[src/rtl/cmu_pkg.sv]
package cmu_pkg;

    typedef enum logic [1:0] {
        OP_NARROW  = 2'b00,
        OP_MASK    = 2'b01,
        OP_SETOFF  = 2'b10,
        OP_ADVOFF  = 2'b11
    } cmu_op_e;

    typedef enum logic [1:0] {
        CAUSE_NONE   = 2'b00,
        CAUSE_TAG    = 2'b01,
        CAUSE_SEAL   = 2'b10,
        CAUSE_BOUNDS = 2'b11
    } cmu_cause_e;

    typedef enum logic {
        ST_IDLE   = 1'b0,
        ST_RESULT = 1'b1
    } cmu_state_e;

endpackage

[src/rtl/cmu_bounds.sv]
module cmu_bounds #(
    parameter int AW = 32
) (
    input  logic [AW-1:0] base_i,
    input  logic [AW-1:0] len_i,
    input  logic [AW-1:0] off_i,
    input  logic [AW-1:0] req_len_i,
    output logic [AW-1:0] new_base_o,
    output logic          viol_o
);
    localparam int WW = AW + 2;

    logic [WW-1:0] old_top;
    logic [WW-1:0] new_lo;
    logic [WW-1:0] new_top;

    always_comb begin
        old_top    = {2'b00, base_i} + {2'b00, len_i};
        new_lo     = {2'b00, base_i} + {2'b00, off_i};
        new_top    = new_lo + {2'b00, req_len_i};
        viol_o     = (new_top > old_top);
        new_base_o = new_lo[AW-1:0];
    end
endmodule

[src/rtl/cmu_offset_alu.sv]
module cmu_offset_alu #(
    parameter int AW = 32
) (
    input  logic [AW-1:0] off_i,
    input  logic [AW-1:0] operand_i,
    input  logic          advance_i,
    output logic [AW-1:0] off_o
);
    always_comb begin
        if (advance_i) off_o = off_i + operand_i;
        else           off_o = operand_i;
    end
endmodule

[src/rtl/cmu_fault_sel.sv]
module cmu_fault_sel
    import cmu_pkg::*;
(
    input  logic       tag_i,
    input  logic       sealed_i,
    input  logic       bounds_en_i,
    input  logic       bounds_viol_i,
    output cmu_cause_e cause_o
);
    always_comb begin
        if (!tag_i)                            cause_o = CAUSE_TAG;
        else if (sealed_i)                     cause_o = CAUSE_SEAL;
        else if (bounds_en_i && bounds_viol_i) cause_o = CAUSE_BOUNDS;
        else                                   cause_o = CAUSE_NONE;
    end
endmodule

[src/rtl/cap_monotonic_unit.sv]
module cap_monotonic_unit
    import cmu_pkg::*;
#(
    parameter int AW = 32,
    parameter int PW = 16
) (
    input  logic          clk,
    input  logic          rst_n,
    input  logic          in_valid,
    input  logic [1:0]    in_op,
    input  logic          in_tag,
    input  logic          in_sealed,
    input  logic [PW-1:0] in_perms,
    input  logic [AW-1:0] in_base,
    input  logic [AW-1:0] in_len,
    input  logic [AW-1:0] in_off,
    input  logic [AW-1:0] in_operand,
    output logic          out_valid,
    output logic          out_tag,
    output logic          out_sealed,
    output logic [PW-1:0] out_perms,
    output logic [AW-1:0] out_base,
    output logic [AW-1:0] out_len,
    output logic [AW-1:0] out_off,
    output logic          out_exc,
    output logic [1:0]    out_cause
);
    cmu_op_e       op;
    cmu_cause_e    cause;
    cmu_state_e    st_q, st_d;
    logic [AW-1:0] nb_base;
    logic          nb_viol;
    logic [AW-1:0] alu_off;

    logic          r_tag, r_sealed;
    logic [PW-1:0] r_perms;
    logic [AW-1:0] r_base, r_len, r_off;

    assign op = cmu_op_e'(in_op);

    cmu_bounds #(.AW(AW)) u_bounds (
        .base_i    (in_base),
        .len_i     (in_len),
        .off_i     (in_off),
        .req_len_i (in_operand),
        .new_base_o(nb_base),
        .viol_o    (nb_viol)
    );

    cmu_offset_alu #(.AW(AW)) u_offset (
        .off_i    (in_off),
        .operand_i(in_operand),
        .advance_i(op == OP_ADVOFF),
        .off_o    (alu_off)
    );

    cmu_fault_sel u_fault (
        .tag_i        (in_tag),
        .sealed_i     (in_sealed),
        .bounds_en_i  (op == OP_NARROW),
        .bounds_viol_i(nb_viol),
        .cause_o      (cause)
    );

    // Result datapath: the source passes through unless the request is clean.
    always_comb begin
        r_tag    = in_tag;
        r_sealed = in_sealed;
        r_perms  = in_perms;
        r_base   = in_base;
        r_len    = in_len;
        r_off    = in_off;
        if (cause == CAUSE_NONE) begin
            unique case (op)
                OP_NARROW: begin
                    r_base = nb_base;
                    r_len  = in_operand;
                    r_off  = '0;
                end
                OP_MASK:   r_perms = in_perms & in_operand[PW-1:0];
                OP_SETOFF: r_off   = alu_off;
                OP_ADVOFF: r_off   = alu_off;
            endcase
        end
    end

    // Controller: next state
    always_comb begin
        st_d = st_q;
        unique case (st_q)
            ST_IDLE:   if (in_valid) st_d = ST_RESULT;
            ST_RESULT: if (!in_valid) st_d = ST_IDLE;
        endcase
    end

    // Controller: state register
    always_ff @(posedge clk or negedge rst_n) begin
        if (!rst_n) st_q <= ST_IDLE;
        else        st_q <= st_d;
    end

    // Output register
    always_ff @(posedge clk or negedge rst_n) begin
        if (!rst_n) begin
            out_tag    <= 1'b0;
            out_sealed <= 1'b0;
            out_perms  <= '0;
            out_base   <= '0;
            out_len    <= '0;
            out_off    <= '0;
            out_exc    <= 1'b0;
            out_cause  <= CAUSE_NONE;
        end else if (in_valid) begin
            out_tag    <= r_tag;
            out_sealed <= r_sealed;
            out_perms  <= r_perms;
            out_base   <= r_base;
            out_len    <= r_len;
            out_off    <= r_off;
            out_exc    <= (cause != CAUSE_NONE);
            out_cause  <= cause;
        end
    end

    assign out_valid = (st_q == ST_RESULT);
endmodule

[config.mk]
export PLATFORM = sky130hd
export DESIGN_NAME = cap_monotonic_unit
export DESIGN_NICKNAME = d
export VERILOG_FILES = /design/src/rtl/cmu_pkg.sv /design/src/rtl/cmu_bounds.sv /design/src/rtl/cmu_offset_alu.sv /design/src/rtl/cmu_fault_sel.sv /design/src/rtl/cap_monotonic_unit.sv
export SDC_FILE = /design/constraint.sdc
export NUM_CORES = 1
export LEC_CHECK = 0
export BUFFER_PORTS_ARGS = -buffer_cell sky130_fd_sc_hd__buf_4
export CAP_MARGIN = 20
export CORE_MARGIN = 2
export CORE_UTILIZATION = 30
export DETAILED_ROUTE_END_ITERATION = 8
export PLACE_DENSITY = 0.56
export SLEW_MARGIN = 20
export SYNTH_ARGS = -nofsm -noshare
export SYNTH_HDL_FRONTEND = slang
export SYNTH_SLANG_ARGS = --single-unit
[constraint.sdc]
create_clock -name clk -period 0.8 [get_ports clk]
set_clock_uncertainty 0.15 [all_clocks]
set_input_delay 0.12 -clock clk [delete_from_list [all_inputs] [get_ports clk]]
set_output_delay 0.12 -clock clk [all_outputs]
set_load 0.01 [all_outputs]
==> impl_metrics.json <==
{
  "synth_top_family_by_area": "compound AO/OA/AOI/OAI gates",
  "antenna_found_initial": 0,
  "numCtsBuffers": 17,
  "n_fill_cell": 3841,
  "crit_path_end": "out_base[1]",
  "wl_per_cell_um": 18.8,
  "drive_gt1_share_pct": 44.5,
  "critical_path.startpoint": "in_base[3]",
  "finalSetupViolations": 235,
  "synth-compound-area-share_pct": 27.1,
  "cp.required_ns": 1.01,
  "max_freq_mhz": 158,
  "core_area_um2": 41800,
  "rr_worst_depth": 3,
  "min_path_type": "in -> reg",
  "dr.pass1.iters": 4,
  "ys_seq_elements": 118,
  "async_flop_share_pct": 100,
  "num_rows": 75,
  "yosys.cell_types.count": 83,
  "cp_max_fo": 21,
  "hold_slack_ns": -0.238,
  "cp-end-kind": "flip-flop",
  "slowest_stage": "a2111oi_4",
  "p_int_mw": 23.8,
  "cts_buffer_depth": 2,
  "yosysTopAreaCellShare_pct": 23.4,
  "ios": 269,
  "first_iter_violations": 754,
  "routed_wl_um": 56700,
  "synthMuxAreaShare_pct": 7.19,
  "ys_warn_count": 0,
  "die_h_um": 209,
  "gr-total-overflow": 0,
  "cts_sinks": 118,
  "grt_util_all_layers_pct": 25.6,
  "die-area_um2": 43700,
  "drcViolationCount": 0,
  "p_sw_share_pct": 37.6,
  "mappedNetlistArea_um2": 12600,
  "fin_nets": 2773,
  "period_minus_slack_ns": 6.31,
  "max_slew_margin_pct": 60.0,
  "drv_slew": 0,
  "yosys.area_share.simple_pct": 13.9,
  "drtAntennaViolNets": 0,
  "cts.clk_slew.worst_paths_ns": 0.07,
  "power_density_nw_per_um2": 1680,
  "grt_max_degree": 46,
  "synthXorXnorAreaFrac_pct": 7.57,
  "final-hold-violation-count": 115,
  "critical_path_class": "in -> reg",
  "die_x_um": 209,
  "r2r-end": "out_off[30]",
  "maxCapViolations": 0,
  "synth_ff_type": "dfrtp_1",
  "synth_nets": 1825,
  "ir_drop_mv": 1.82,
  "rsz0062_at_grt": "true",
  "viasPerCell": 5.02,
  "clock_latency_ns": 0.46,
  "status": "complete, but fails checks",
  "initial_core_util_pct": 30.2,
  "via_count": 15100,
  "timing.rr.start": "out_off[30]",
  "failed_checks": "hold timing, setup timing",
  "worst_slew_pin_slew_ns": 0.585,
  "fin_crit_sh_pct": 789,
  "synth_edf_count": 0,
  "setup_ws_ns": -5.51,
  "crit_arrival_ns": 6.52,
  "port_buffers": 268,
  "pre_cts_slack_ns": -6.17,
  "power_frac_seq_pct": 18.8,
  "reg2reg_slack_ns": -0.38,
  "hpwl_um": 44700,
  "crit_path_start_kind": "input port",
  "cts_tree": "built",
  "grt_pass1_wl_um": 85600,
  "p_leak_nw": 11.0,
  "yosys.area.top_type": "dfrtp_1",
  "seq_area_frac_synth_pct": 23.4,
  "cpPeakStageDelay_ns": 0.42,
  "areaGrowthSynthToFinish_pct": 79.5,
  "syn_inst": 1508,
  "grt_pass1_vias": 15300,
  "p_sw_mw": 14.4,
  "clock-root-buffer": "clkbuf_16",
  "hold_buffers": 37,
  "fin_tns_setup_ns": -594.61,
  "synthTopCellsByArea": "dfrtp_1 23%, ha_1 16%, a21oi_1 8.3%",
  "syn_avg_cell_area_um2": 8.37,
  "clkPwrFrac_pct": 22.6,
  "place.gp.congestion": 0.917,
  "power_frac_comb_pct": 58.6,
  "ctsHtreeMaxLevel": 4,
  "synthAdderAreaFrac_pct": 16.7
}
[flip-flops by register name (all words and copies together), names as in the netlist]
signal and flops:
out_base 32, out_cause 2, out_exc 1, out_len 32
out_off 32, out_perms 16, out_sealed 1, out_tag 1
out_valid 1
[metrics by stage]
step	utilization, %	hold WS, ns	cell area, um2	cells	total power [mW]
2_1_floorplan	-	-0.326	12700	1508	16.9
3_3_place_gp	46.4	-0.169	19400	2818	26.2
3_5_place_dp	46.4	-0.172	19400	2818	26.4
4_1_cts	52.6	-0.261	22000	2965	37.3
5_1_grt	54.2	-0.242	22600	3008	40.5
6_report	54.2	-0.238	22600	3009	38.1
[layer usage]
metal | share of wire (%) | wire length, um | vias up | GRT usage [%]
li1 | - | - | 7468 | -
met1 | 46 | 26000 | 7171 | 33.6
met5 | 0 | 0 | - | 0
met2 | 47 | 26600 | 377 | 43.3
met3 | 4.2 | 2360 | 85 | 3.40
met4 | 2.9 | 1670 | 0 | 8.79
[power by group through the flow]
stage | logic [mW] | registers, mW | clock network (mW)
final | 22.4 | 7.15 | 8.63
after global placement | 19.1 | 7.13 | 0
after CTS | 21.3 | 7.14 | 8.83
after global routing | 24.3 | 7.21 | 8.98
after detailed placement | 19.3 | 7.13 | 0
after floorplan | 9.58 | 7.34 | 0
[cells by family (layout without fill, tap and decap cells)]
logic type                 count (synthesis)  after routing
xor gates and xnor gates                 109            109
adders and majority gates                166            166
DFF                                      118            118
AOI/OAI and AO/OA                        537            537
and+or+nand+nor                          381            381
other                                      0              1
muxes                                     90             90
buffers and inverters                    107           1068
[worst max-delay path: cells and delay by family]
family          cells  cell delay (ns)
compound gates     16             3.24
xor+xnor            2             0.22
fa+ha+maj           3             0.91
buf+inv             5             0.76
mux                 2             0.40
simple gates        6             0.88
[cell type report]
cell class,instances,area (um2),share of cell area (%)
flip-flops and latches,118,2960,13.1
repair buffers,975,8390,37.1
clock inverters,15,204,0.901
inverters,61,234,1.03
clock buffers,17,425,1.88
multi-input cells,1283,9750,43.1
diodes,1,2.50,0.0111
well taps,539,674,2.98
[Yosys cell counts, types with 5 or more instances]
library cell,n
buf_12,7
a21oi_1,210
o21bai_1,21
o211ai_1,29
nand2_1,72
nand2b_1,9
nand4_1,11
ha_1,162
clkbuf_1,35
dfrtp_1,118
a21o_1,55
and2_1,8
a2bb2oi_1,6
nor2_1,172
o31a_1,5
nor3_1,20
nand3_1,33
xor2_1,36
o21ai_1,11
a211o_1,7
a311oi_1,5
o2111ai_1,6
o31ai_1,6
o21ai_0,80
inv_1,61
nor2b_1,15
xnor2_1,73
o21a_1,24
a31oi_1,11
mux2i_1,85
a211oi_1,16
and3_1,16
[what timing repair did]
action | in CTS | in global routing
hold endpoints to repair | 232 | 104
setup buffers | 70 | 48
setup endpoints to repair | 235 | 235
cloned | 8 | 0
pin swaps | 79 | 72
gates resized for setup | 201 | 82
[cells in the final DEF (no fill, tap or decap), drive strengths merged, types with 9 or more instances in the layout]
cell	count
xnor2	73
nor2b	15
buf	936
clkbuf	17
inv	63
o21ai	92
mux2i	85
and2	9
nand3	33
nand4	11
a21o	56
and3	16
dfrtp	118
a31oi	11
o211ai	30
xor2	36
a21oi	211
nor2	172
nor3	20
a211oi	19
o21bai	21
dlygate4sd3	37
nand2	73
o21a	24
nand2b	9
ha	162
[worst min-delay path by stage]
stage,slack (ns),startpoint,end,depth (start not counted)
6_report,-0.24,in_valid,out_off[19],2
2_1_floorplan,-0.33,rst_n,out_base[0],0
3_3_place_gp,-0.17,rst_n,out_len[8],1
5_1_grt,-0.24,in_valid,out_off[19],2
4_1_cts,-0.26,in_valid,out_off[19],2
3_5_place_dp,-0.17,rst_n,out_len[8],1
No activity file was read; power rests on OpenSTA's default activity.
